`src/rtl/pcs_pkg.sv`:
```
// Package: shared constants and types for the program counter sequencer.
// Assumes a 10-bit address space and fixed interrupt vectors.
package pcs_pkg;
    localparam int unsigned PC_W   = 10;
    localparam int unsigned BYTE_W = 8;

    localparam logic [PC_W-1:0] VEC_RESET = 10'h000;
    localparam logic [PC_W-1:0] VEC_EXT   = 10'h004;
    localparam logic [PC_W-1:0] VEC_TMR   = 10'h008;

    // Which source supplies the next fetch address
    typedef enum logic [2:0] {
        SRC_INC,
        SRC_SKIP,
        SRC_LOW,
        SRC_JUMP,
        SRC_CALL,
        SRC_RET,
        SRC_VEXT,
        SRC_VTMR
    } pc_src_e;
endpackage

```
`src/rtl/pcs_irq_arb.sv`:
```
// Interrupt arbiter: decides whether a pending request is taken this cycle.
// Assumes level requests that the requester holds until it sees the acknowledge.
// The external source has priority. Nothing is taken while the stack is full.
module pcs_irq_arb (
    input  logic ext_req,
    input  logic tmr_req,
    input  logic irq_en,
    input  logic stack_full,
    output logic take_ext,
    output logic take_tmr
);
    logic open_gate;

    // Gate requests with the enable and the stack space, then rank them
    always_comb begin
        open_gate = irq_en && !stack_full;
        take_ext  = open_gate && ext_req;
        take_tmr  = open_gate && tmr_req && !ext_req;
    end
endmodule

```
`src/rtl/pcs_ret_stack.sv`:
```
// Return-address stack with a fill count and no wrap.
// Assumes push and pop are never high together (the next-address logic ensures this).
// A push while full is dropped. A pop while empty does nothing and reads zero.
module pcs_ret_stack #(
    parameter int unsigned WIDTH = 10,
    parameter int unsigned DEPTH = 4
) (
    input  logic             clk,
    input  logic             rst_n,
    input  logic             push,
    input  logic             pop,
    input  logic [WIDTH-1:0] push_val,
    output logic [WIDTH-1:0] top_val,
    output logic             full
);
    localparam int unsigned CNT_W = $clog2(DEPTH + 1);
    localparam int unsigned IDX_W = (DEPTH > 1) ? $clog2(DEPTH) : 1;

    logic [WIDTH-1:0] slot_q [DEPTH];
    logic [CNT_W-1:0] fill_q;
    logic             empty;

    // Derive the flags and the read-out of the most recent entry
    always_comb begin
        full    = (fill_q == CNT_W'(DEPTH));
        empty   = (fill_q == '0);
        top_val = empty ? '0 : slot_q[IDX_W'(fill_q - 1'b1)];
    end

    // Update the entries and the fill count
    always_ff @(posedge clk) begin
        if (!rst_n) begin
            fill_q <= '0;
            for (int i = 0; i < int'(DEPTH); i++) slot_q[i] <= '0;
        end else if (push && !full) begin
            slot_q[IDX_W'(fill_q)] <= push_val;
            fill_q <= fill_q + 1'b1;
        end else if (pop && !empty) begin
            fill_q <= fill_q - 1'b1;
        end
    end

    assert_fill_bound_R10: assert property (@(posedge clk) disable iff (!rst_n)
        fill_q <= CNT_W'(DEPTH));
    assert_full_kept_R10: assert property (@(posedge clk) disable iff (!rst_n)
        (full && push) |=> full && $stable(top_val));
    assert_pop_shrinks_R6: assert property (@(posedge clk) disable iff (!rst_n)
        (pop && !empty) |=> !full);
endmodule

```
`src/rtl/pcs_next_sel.sv`:
```
// Next-address selector: ranks the decoded strobes and the accepted interrupts.
// Assumes at most one interrupt acceptance per cycle (arbiter output).
// Order: interrupt, return, call, jump, low-byte write, skip, increment.
module pcs_next_sel
    import pcs_pkg::*;
(
    input  logic [PC_W-1:0]   pc_cur,
    input  logic              take_ext,
    input  logic              take_tmr,
    input  logic              ret,
    input  logic              call,
    input  logic              jump,
    input  logic              pcl_wr,
    input  logic              skip,
    input  logic [PC_W-1:0]   target,
    input  logic [BYTE_W-1:0] data_byte,
    input  logic [PC_W-1:0]   stack_top,
    output logic [PC_W-1:0]   pc_next,
    output logic [PC_W-1:0]   link_addr,
    output logic              push,
    output logic              pop
);
    pc_src_e src;

    // Pick the winning source by fixed precedence
    always_comb begin
        if (take_ext)      src = SRC_VEXT;
        else if (take_tmr) src = SRC_VTMR;
        else if (ret)      src = SRC_RET;
        else if (call)     src = SRC_CALL;
        else if (jump)     src = SRC_JUMP;
        else if (pcl_wr)   src = SRC_LOW;
        else if (skip)     src = SRC_SKIP;
        else               src = SRC_INC;
    end

    // Form the next address and the stack controls from the winner
    always_comb begin
        link_addr = pc_cur + 1'b1;
        push      = (src == SRC_VEXT) || (src == SRC_VTMR) || (src == SRC_CALL);
        pop       = (src == SRC_RET);
        case (src)
            SRC_VEXT: pc_next = VEC_EXT;
            SRC_VTMR: pc_next = VEC_TMR;
            SRC_RET:  pc_next = stack_top;
            SRC_CALL: pc_next = target;
            SRC_JUMP: pc_next = target;
            SRC_LOW:  pc_next = {pc_cur[PC_W-1:BYTE_W], data_byte};
            SRC_SKIP: pc_next = pc_cur + 2'd2;
            default:  pc_next = pc_cur + 1'b1;
        endcase
    end
endmodule

```
`src/rtl/pc_sequencer.sv`:
```
// Program counter sequencer: holds the fetch address and moves it each cycle.
// Assumes decoded strobes that are valid for one cycle and level interrupt
// requests. Contains the return stack. The acknowledge is registered with the PC.
module pc_sequencer
    import pcs_pkg::*;
#(
    parameter int unsigned STACK_DEPTH = 4
) (
    input  logic              clk,
    input  logic              rst_n,
    input  logic              ext_req,
    input  logic              tmr_req,
    input  logic              irq_en,
    input  logic              skip,
    input  logic              pcl_wr,
    input  logic              jump,
    input  logic              call,
    input  logic              ret,
    input  logic [PC_W-1:0]   target,
    input  logic [BYTE_W-1:0] data_byte,
    output logic [PC_W-1:0]   pc,
    output logic              stack_full,
    output logic              ack_ext,
    output logic              ack_tmr
);
    logic [PC_W-1:0] pc_q, pc_next, link_addr, stack_top;
    logic            take_ext, take_tmr, push, pop, full_w;
    logic            ack_ext_q, ack_tmr_q;

    pcs_irq_arb i_arb (
        .ext_req    (ext_req),
        .tmr_req    (tmr_req),
        .irq_en     (irq_en),
        .stack_full (full_w),
        .take_ext   (take_ext),
        .take_tmr   (take_tmr)
    );

    pcs_next_sel i_sel (
        .pc_cur    (pc_q),
        .take_ext  (take_ext),
        .take_tmr  (take_tmr),
        .ret       (ret),
        .call      (call),
        .jump      (jump),
        .pcl_wr    (pcl_wr),
        .skip      (skip),
        .target    (target),
        .data_byte (data_byte),
        .stack_top (stack_top),
        .pc_next   (pc_next),
        .link_addr (link_addr),
        .push      (push),
        .pop       (pop)
    );

    pcs_ret_stack #(.WIDTH(PC_W), .DEPTH(STACK_DEPTH)) i_stack (
        .clk      (clk),
        .rst_n    (rst_n),
        .push     (push),
        .pop      (pop),
        .push_val (link_addr),
        .top_val  (stack_top),
        .full     (full_w)
    );

    // Register the fetch address and the acknowledge strobes
    always_ff @(posedge clk) begin
        if (!rst_n) begin
            pc_q      <= VEC_RESET;
            ack_ext_q <= 1'b0;
            ack_tmr_q <= 1'b0;
        end else begin
            pc_q      <= pc_next;
            ack_ext_q <= take_ext;
            ack_tmr_q <= take_tmr;
        end
    end

    // Drive the outputs
    always_comb begin
        pc         = pc_q;
        stack_full = full_w;
        ack_ext    = ack_ext_q;
        ack_tmr    = ack_tmr_q;
    end

    assert_reset_pc_R1: assert property (@(posedge clk)
        !rst_n |=> (pc == VEC_RESET) && !ack_ext && !ack_tmr && !stack_full);
    assert_step_one_R2: assert property (@(posedge clk) disable iff (!rst_n)
        (!ext_req && !tmr_req && !skip && !pcl_wr && !jump && !call && !ret)
        |=> pc == $past(pc) + 10'd1);
    assert_skip_two_R3: assert property (@(posedge clk) disable iff (!rst_n)
        (!ext_req && !tmr_req && skip && !pcl_wr && !jump && !call && !ret)
        |=> pc == $past(pc) + 10'd2);
    assert_low_page_kept_R4: assert property (@(posedge clk) disable iff (!rst_n)
        (!ext_req && !tmr_req && pcl_wr && !jump && !call && !ret)
        |=> pc[PC_W-1:BYTE_W] == $past(pc[PC_W-1:BYTE_W]));
    assert_ext_vector_R7: assert property (@(posedge clk) disable iff (!rst_n)
        ack_ext |-> pc == VEC_EXT);
    assert_tmr_vector_R8: assert property (@(posedge clk) disable iff (!rst_n)
        ack_tmr |-> pc == VEC_TMR);
    assert_ack_single_R9: assert property (@(posedge clk) disable iff (!rst_n)
        $onehot0({ack_ext, ack_tmr}));
    assert_no_take_blocked_R9: assert property (@(posedge clk) disable iff (!rst_n)
        (stack_full || !irq_en) |=> !ack_ext && !ack_tmr);
    assert_push_pop_excl_R11: assert property (@(posedge clk) disable iff (!rst_n)
        !(push && pop));
endmodule

```
`config.mk`:
```
export PLATFORM = sky130hd
export DESIGN_NAME = pc_sequencer
export DESIGN_NICKNAME = d
export VERILOG_FILES = /design/src/rtl/pcs_pkg.sv /design/src/rtl/pcs_irq_arb.sv /design/src/rtl/pcs_ret_stack.sv /design/src/rtl/pcs_next_sel.sv /design/src/rtl/pc_sequencer.sv
export SDC_FILE = /design/constraint.sdc
export NUM_CORES = 1
export LEC_CHECK = 0
export CAP_MARGIN = 10
export CORE_ASPECT_RATIO = 1.1
export CORE_MARGIN = 2
export CORE_UTILIZATION = 45
export DETAILED_ROUTE_END_ITERATION = 12
export GPL_TIMING_DRIVEN = 0
export PLACE_DENSITY = 0.77
export SYNTH_ARGS = -nofsm -noshare
export SYNTH_HDL_FRONTEND = slang
export SYNTH_SLANG_ARGS = --single-unit
export TNS_END_PERCENT = 20
```
`constraint.sdc`:
```
create_clock -name clk -period 3.02 [get_ports clk]
set_input_delay 0.302 -clock clk [delete_from_list [all_inputs] [get_ports clk]]
set_output_delay 0.302 -clock clk [all_outputs]
set_load 0.01 [all_outputs]
```
==> results.txt <==
- The run finished with clean final reports.
- P_sw: 0.000876 W
* Min-Delay Startpoint: target[6]
* Initial DRT Pass Iterations: 4
- In this run the count of I/O pins placed on the die edge is 41.
- Worst Setup Start Kind: flip-flop
- In this run the static leakage power is 1.30 nW.
* CTS Root Buffer Type: sky130_fd_sc_hd__clkbuf_8
- Setup violations remaining at the end of the flow were counted as 0.
* Part of the Yosys area used for sequential elements: 50.4%
* Vias in the first global route: 2211
- For this block, the initial DRC count from the detailed router was 162.
- Mapped Avg Cell Area: 10.9 um^2
- Share of synthesized flip-flops with an asynchronous set or reset: 0%
- Total DRC errors in the routed layout: 0
* Sw frac: 36.0%
- Derived from the worst setup path, the maximum achievable clock frequency is 350 MHz.
- Number of buffers between clock root and the deepest sink: 2
* Origin of the worst setup path: i_stack.fill_q[0]$_SDFFE_PN0P_
- CP Class: flip-flop to flip-flop
- After detailed routing, the average wire length per cell comes to 18.3 um.
* Combinational Power Share: 40.1%
- Leading cell type in the layout, fill and taps excluded: sky130_fd_sc_hd__nor2_1
* Number of synthesized register bits: 55
* Die Y: 89.3 um
* Number of antenna repair diodes: 0
- At the worst endpoint, the arrival time is 2860 ps.
- Total internal power: 0.00156 W
- Post-route worst setup slack: 160 ps
- Maximum number of pins on one net before global-route repair: 20
* Standard cell core area: 6480 um^2
* Total standard cell area after synthesis: 2980 um^2
- Endpoint kind of the worst setup timing path: flip-flop
* Routed via count divided by cell count: 5.55
- Worst slew slack as a fraction of its limit: 46.4%
* Clock group share of total power: 18.1%
- Clock latency on the worst-skew pair, taken at its later pin, is 320 ps.
* Post-synthesis net count: 307
* Max-cap violations: 0
- The routed layout has 2244 vias.
- Pre-CTS worst setup slack: -47.7 ps
- Synth cell types: 51
- Number of endpoints with negative hold slack in the final report: 0
* Width of the chip: 81.6 um
- In this run the post-CTS setup repair buffer count came out at 0.
- Clock slew at reported path FFs: 120 ps
- The congestion estimate from routability-driven global placement came to 0.948.
- The initialized floorplan defines 31 standard-cell rows.
* Min Clock Period, post-route: 2860 ps
- During placement, the flow inserted port buffers numbering 40.
- Dividing total power by cell area gives a power density of 678 nW/um^2.
- The H-tree was split into 2 levels.
- In this run, flip-flops and latches consume 41.8% of the power.
- Total Wirelength: 7400 um
- The worst register-to-register path begins at i_stack.fill_q[0]$_SDFFE_PN0P_.
- Number of antenna violations at the first check in global routing: 0
- Count of synthesis-stage warnings from yosys: 0
* Filler cell count in the final layout: 532
- RSZ-0062 raised after global routing: false
- Slew of the pin with the lowest slew margin: 797 ps
- HPWL reported at the end of detailed placement: 5420 um
* Initial Utilization: 46.0%
- CTS sink count: 55
- Worst vdd ir: 0.321 mV
- The tightest min-delay check is of the primary input to flip-flop type.
- Data on the critical path is required at its endpoint by 3020 ps.
- Of the cells placed in the final design, the portion with a size suffix greater than 1 is 14.6%.
* Most frequent cells in the layout: 48 x sky130_fd_sc_hd__nor2_1, 40 x sky130_fd_sc_hd__edfxtp_1, 40 x sky130_fd_sc_hd__clkdlybuf4s50_1, 20 x sky130_fd_sc_hd__nand2_1, 15 x sky130_fd_sc_hd__dfxtp_1
* Residual antenna-violating net count after detailed routing: 0
- All-Layer GR Usage: 21.1%
- Final Slew Violations: 0
* Clock skew: 13.9 ps
* Final period util: 94.7%
* Total Die Area: 7280 um^2
- In this run, post-CTS hold repair placed 0 buffers.
- Synthesis-to-layout area growth: 20.5%
- Total congestion overflow: 0
- The first global-routing pass estimated 11200 um of wire.
- The final layout contains 354 nets.
* CTS Buf Count: 5
* TritonCTS clock tree: done
- In this run the worst path has a maximum fanout of 10.
- Number of instances in the synthesized netlist: 274
- Number of flops mapped to enable cells by yosys: 40
- After routing, the total negative slack on setup checks comes to 0 ps.
* Most used flip-flop cell after synthesis: sky130_fd_sc_hd__edfxtp_1
==> cell type report <==
type / instances / area [um^2] / area share, %
flip-flops and latches: 55 / 1500 / 41.8
multi-input cells: 192 / 1350 / 37.7
repair buffers: 40 / 400 / 11.2
well taps: 82 / 103 / 2.86
plain buffers: 15 / 91.3 / 2.55
clock buffers: 5 / 68.8 / 1.92
inverters: 12 / 45.0 / 1.26
clock inverters: 3 / 26.3 / 0.732
==> worst max-delay path: stages (launching register included) <==
cell,delay [ps]
sky130_fd_sc_hd__dfxtp_1,360
sky130_fd_sc_hd__buf_2,200
sky130_fd_sc_hd__buf_4,250
sky130_fd_sc_hd__inv_1,120
sky130_fd_sc_hd__ha_1,280
sky130_fd_sc_hd__a21bo_4,260
sky130_fd_sc_hd__o22ai_4,160
sky130_fd_sc_hd__nand3_2,140
sky130_fd_sc_hd__or3_4,360
sky130_fd_sc_hd__buf_6,160
sky130_fd_sc_hd__nand2_2,240
==> synth_stat cells, drive strengths merged, types with 2 or more instances <==
cell type,count,area share (%)
nor2,52,6.9
edfxtp,40,40
nand2,23,2.9
dfxtp,15,10
o21ai,13,2.2
inv,12,1.5
mux4,10,7.6
xor2,10,2.9
a21oi,9,1.5
buf,9,2.2
xnor2,9,2.6
a31oi,8,1.7
nor3,7,1.2
clkbuf,6,0.84
ha,5,2.1
a22oi,4,1.0
nand3,4,0.84
nand2b,3,0.63
nand4,3,0.63
or2,3,0.63
or3,3,1.1
a2bb2oi,2,0.59
a32oi,2,0.59
nor2b,2,0.42
o22ai,2,0.88
o311a,2,0.67
or4,2,0.63
==> metrics by stage <==
step | cell area (um^2) | utilization, % | total power [W] | hold slack [ps] | std cells
finish | 3590 | 55.4 | 0.00243 | 530 | 404
global route | 3590 | 55.4 | 0.00255 | 560 | 404
CTS | 3580 | 55.3 | 0.00244 | 533 | 404
detailed placement | 3480 | 53.7 | 0.00201 | 536 | 396
global placement | 3480 | 53.7 | 0.00198 | 515 | 396
floorplan | 2980 | - | 0.00168 | 420 | 274
==> logic make-up (layout without fill, tap and decap cells) <==
logic type	count (synthesis)	count (layout)	synth area share, %
AND/OR/NAND/NOR	104	104	16.4
flip-flops	55	55	50.4
AO/OA/AOI/OAI	54	54	13.3
buffers and inverters	27	75	4.58
XOR/XNOR	19	19	5.59
multiplexers	10	10	7.56
adder cells (fa/ha/maj)	5	5	2.10
==> sequential cells by signal, summed over array words and instances (netlist names) <==
name            count
ack_ext             1
i_stack.slot_q     40
ack_tmr             1
pc                 10
i_stack.fill_q      3
==> power by group through the flow <==
stage               logic (W)  clock network (W)  registers, W
global placement     0.000953                  0       0.00103
floorplan            0.000657                  0       0.00103
finish               0.000975           0.000441       0.00102
global route          0.00106           0.000466       0.00103
CTS                  0.000980           0.000445       0.00102
detailed placement   0.000975                  0       0.00104
==> path summary, 6_finish.rpt <==
check	end	slack (ps)	depth (start not counted)
worst max-delay path	i_stack.slot_q[1][3]$_SDFFCE_PN0P_	160	10
worst min-delay path	pc[6]$_SDFF_PN0_	530	3
worst min register to register	i_stack.fill_q[1]$_SDFFE_PN0P_	560	2
worst max register to register	i_stack.slot_q[1][3]$_SDFFCE_PN0P_	160	10
==> repair_timing <==
item	CTS	global route
cloned	0	0
resized for setup	3	1
endpoints found under the setup margin	30	4
==> metal layers <==
layer | track usage, % | up-vias | share of wire [%]
met2 | 36.7 | 71 | 48
met1 | 26.8 | 1075 | 45
met3 | 3.64 | 9 | 5.5
li1 | - | 1089 | -
met4 | 6.78 | 0 | 1.4
met5 | 0 | - | 0
Note: power is estimated with default switching activity, not from simulation.
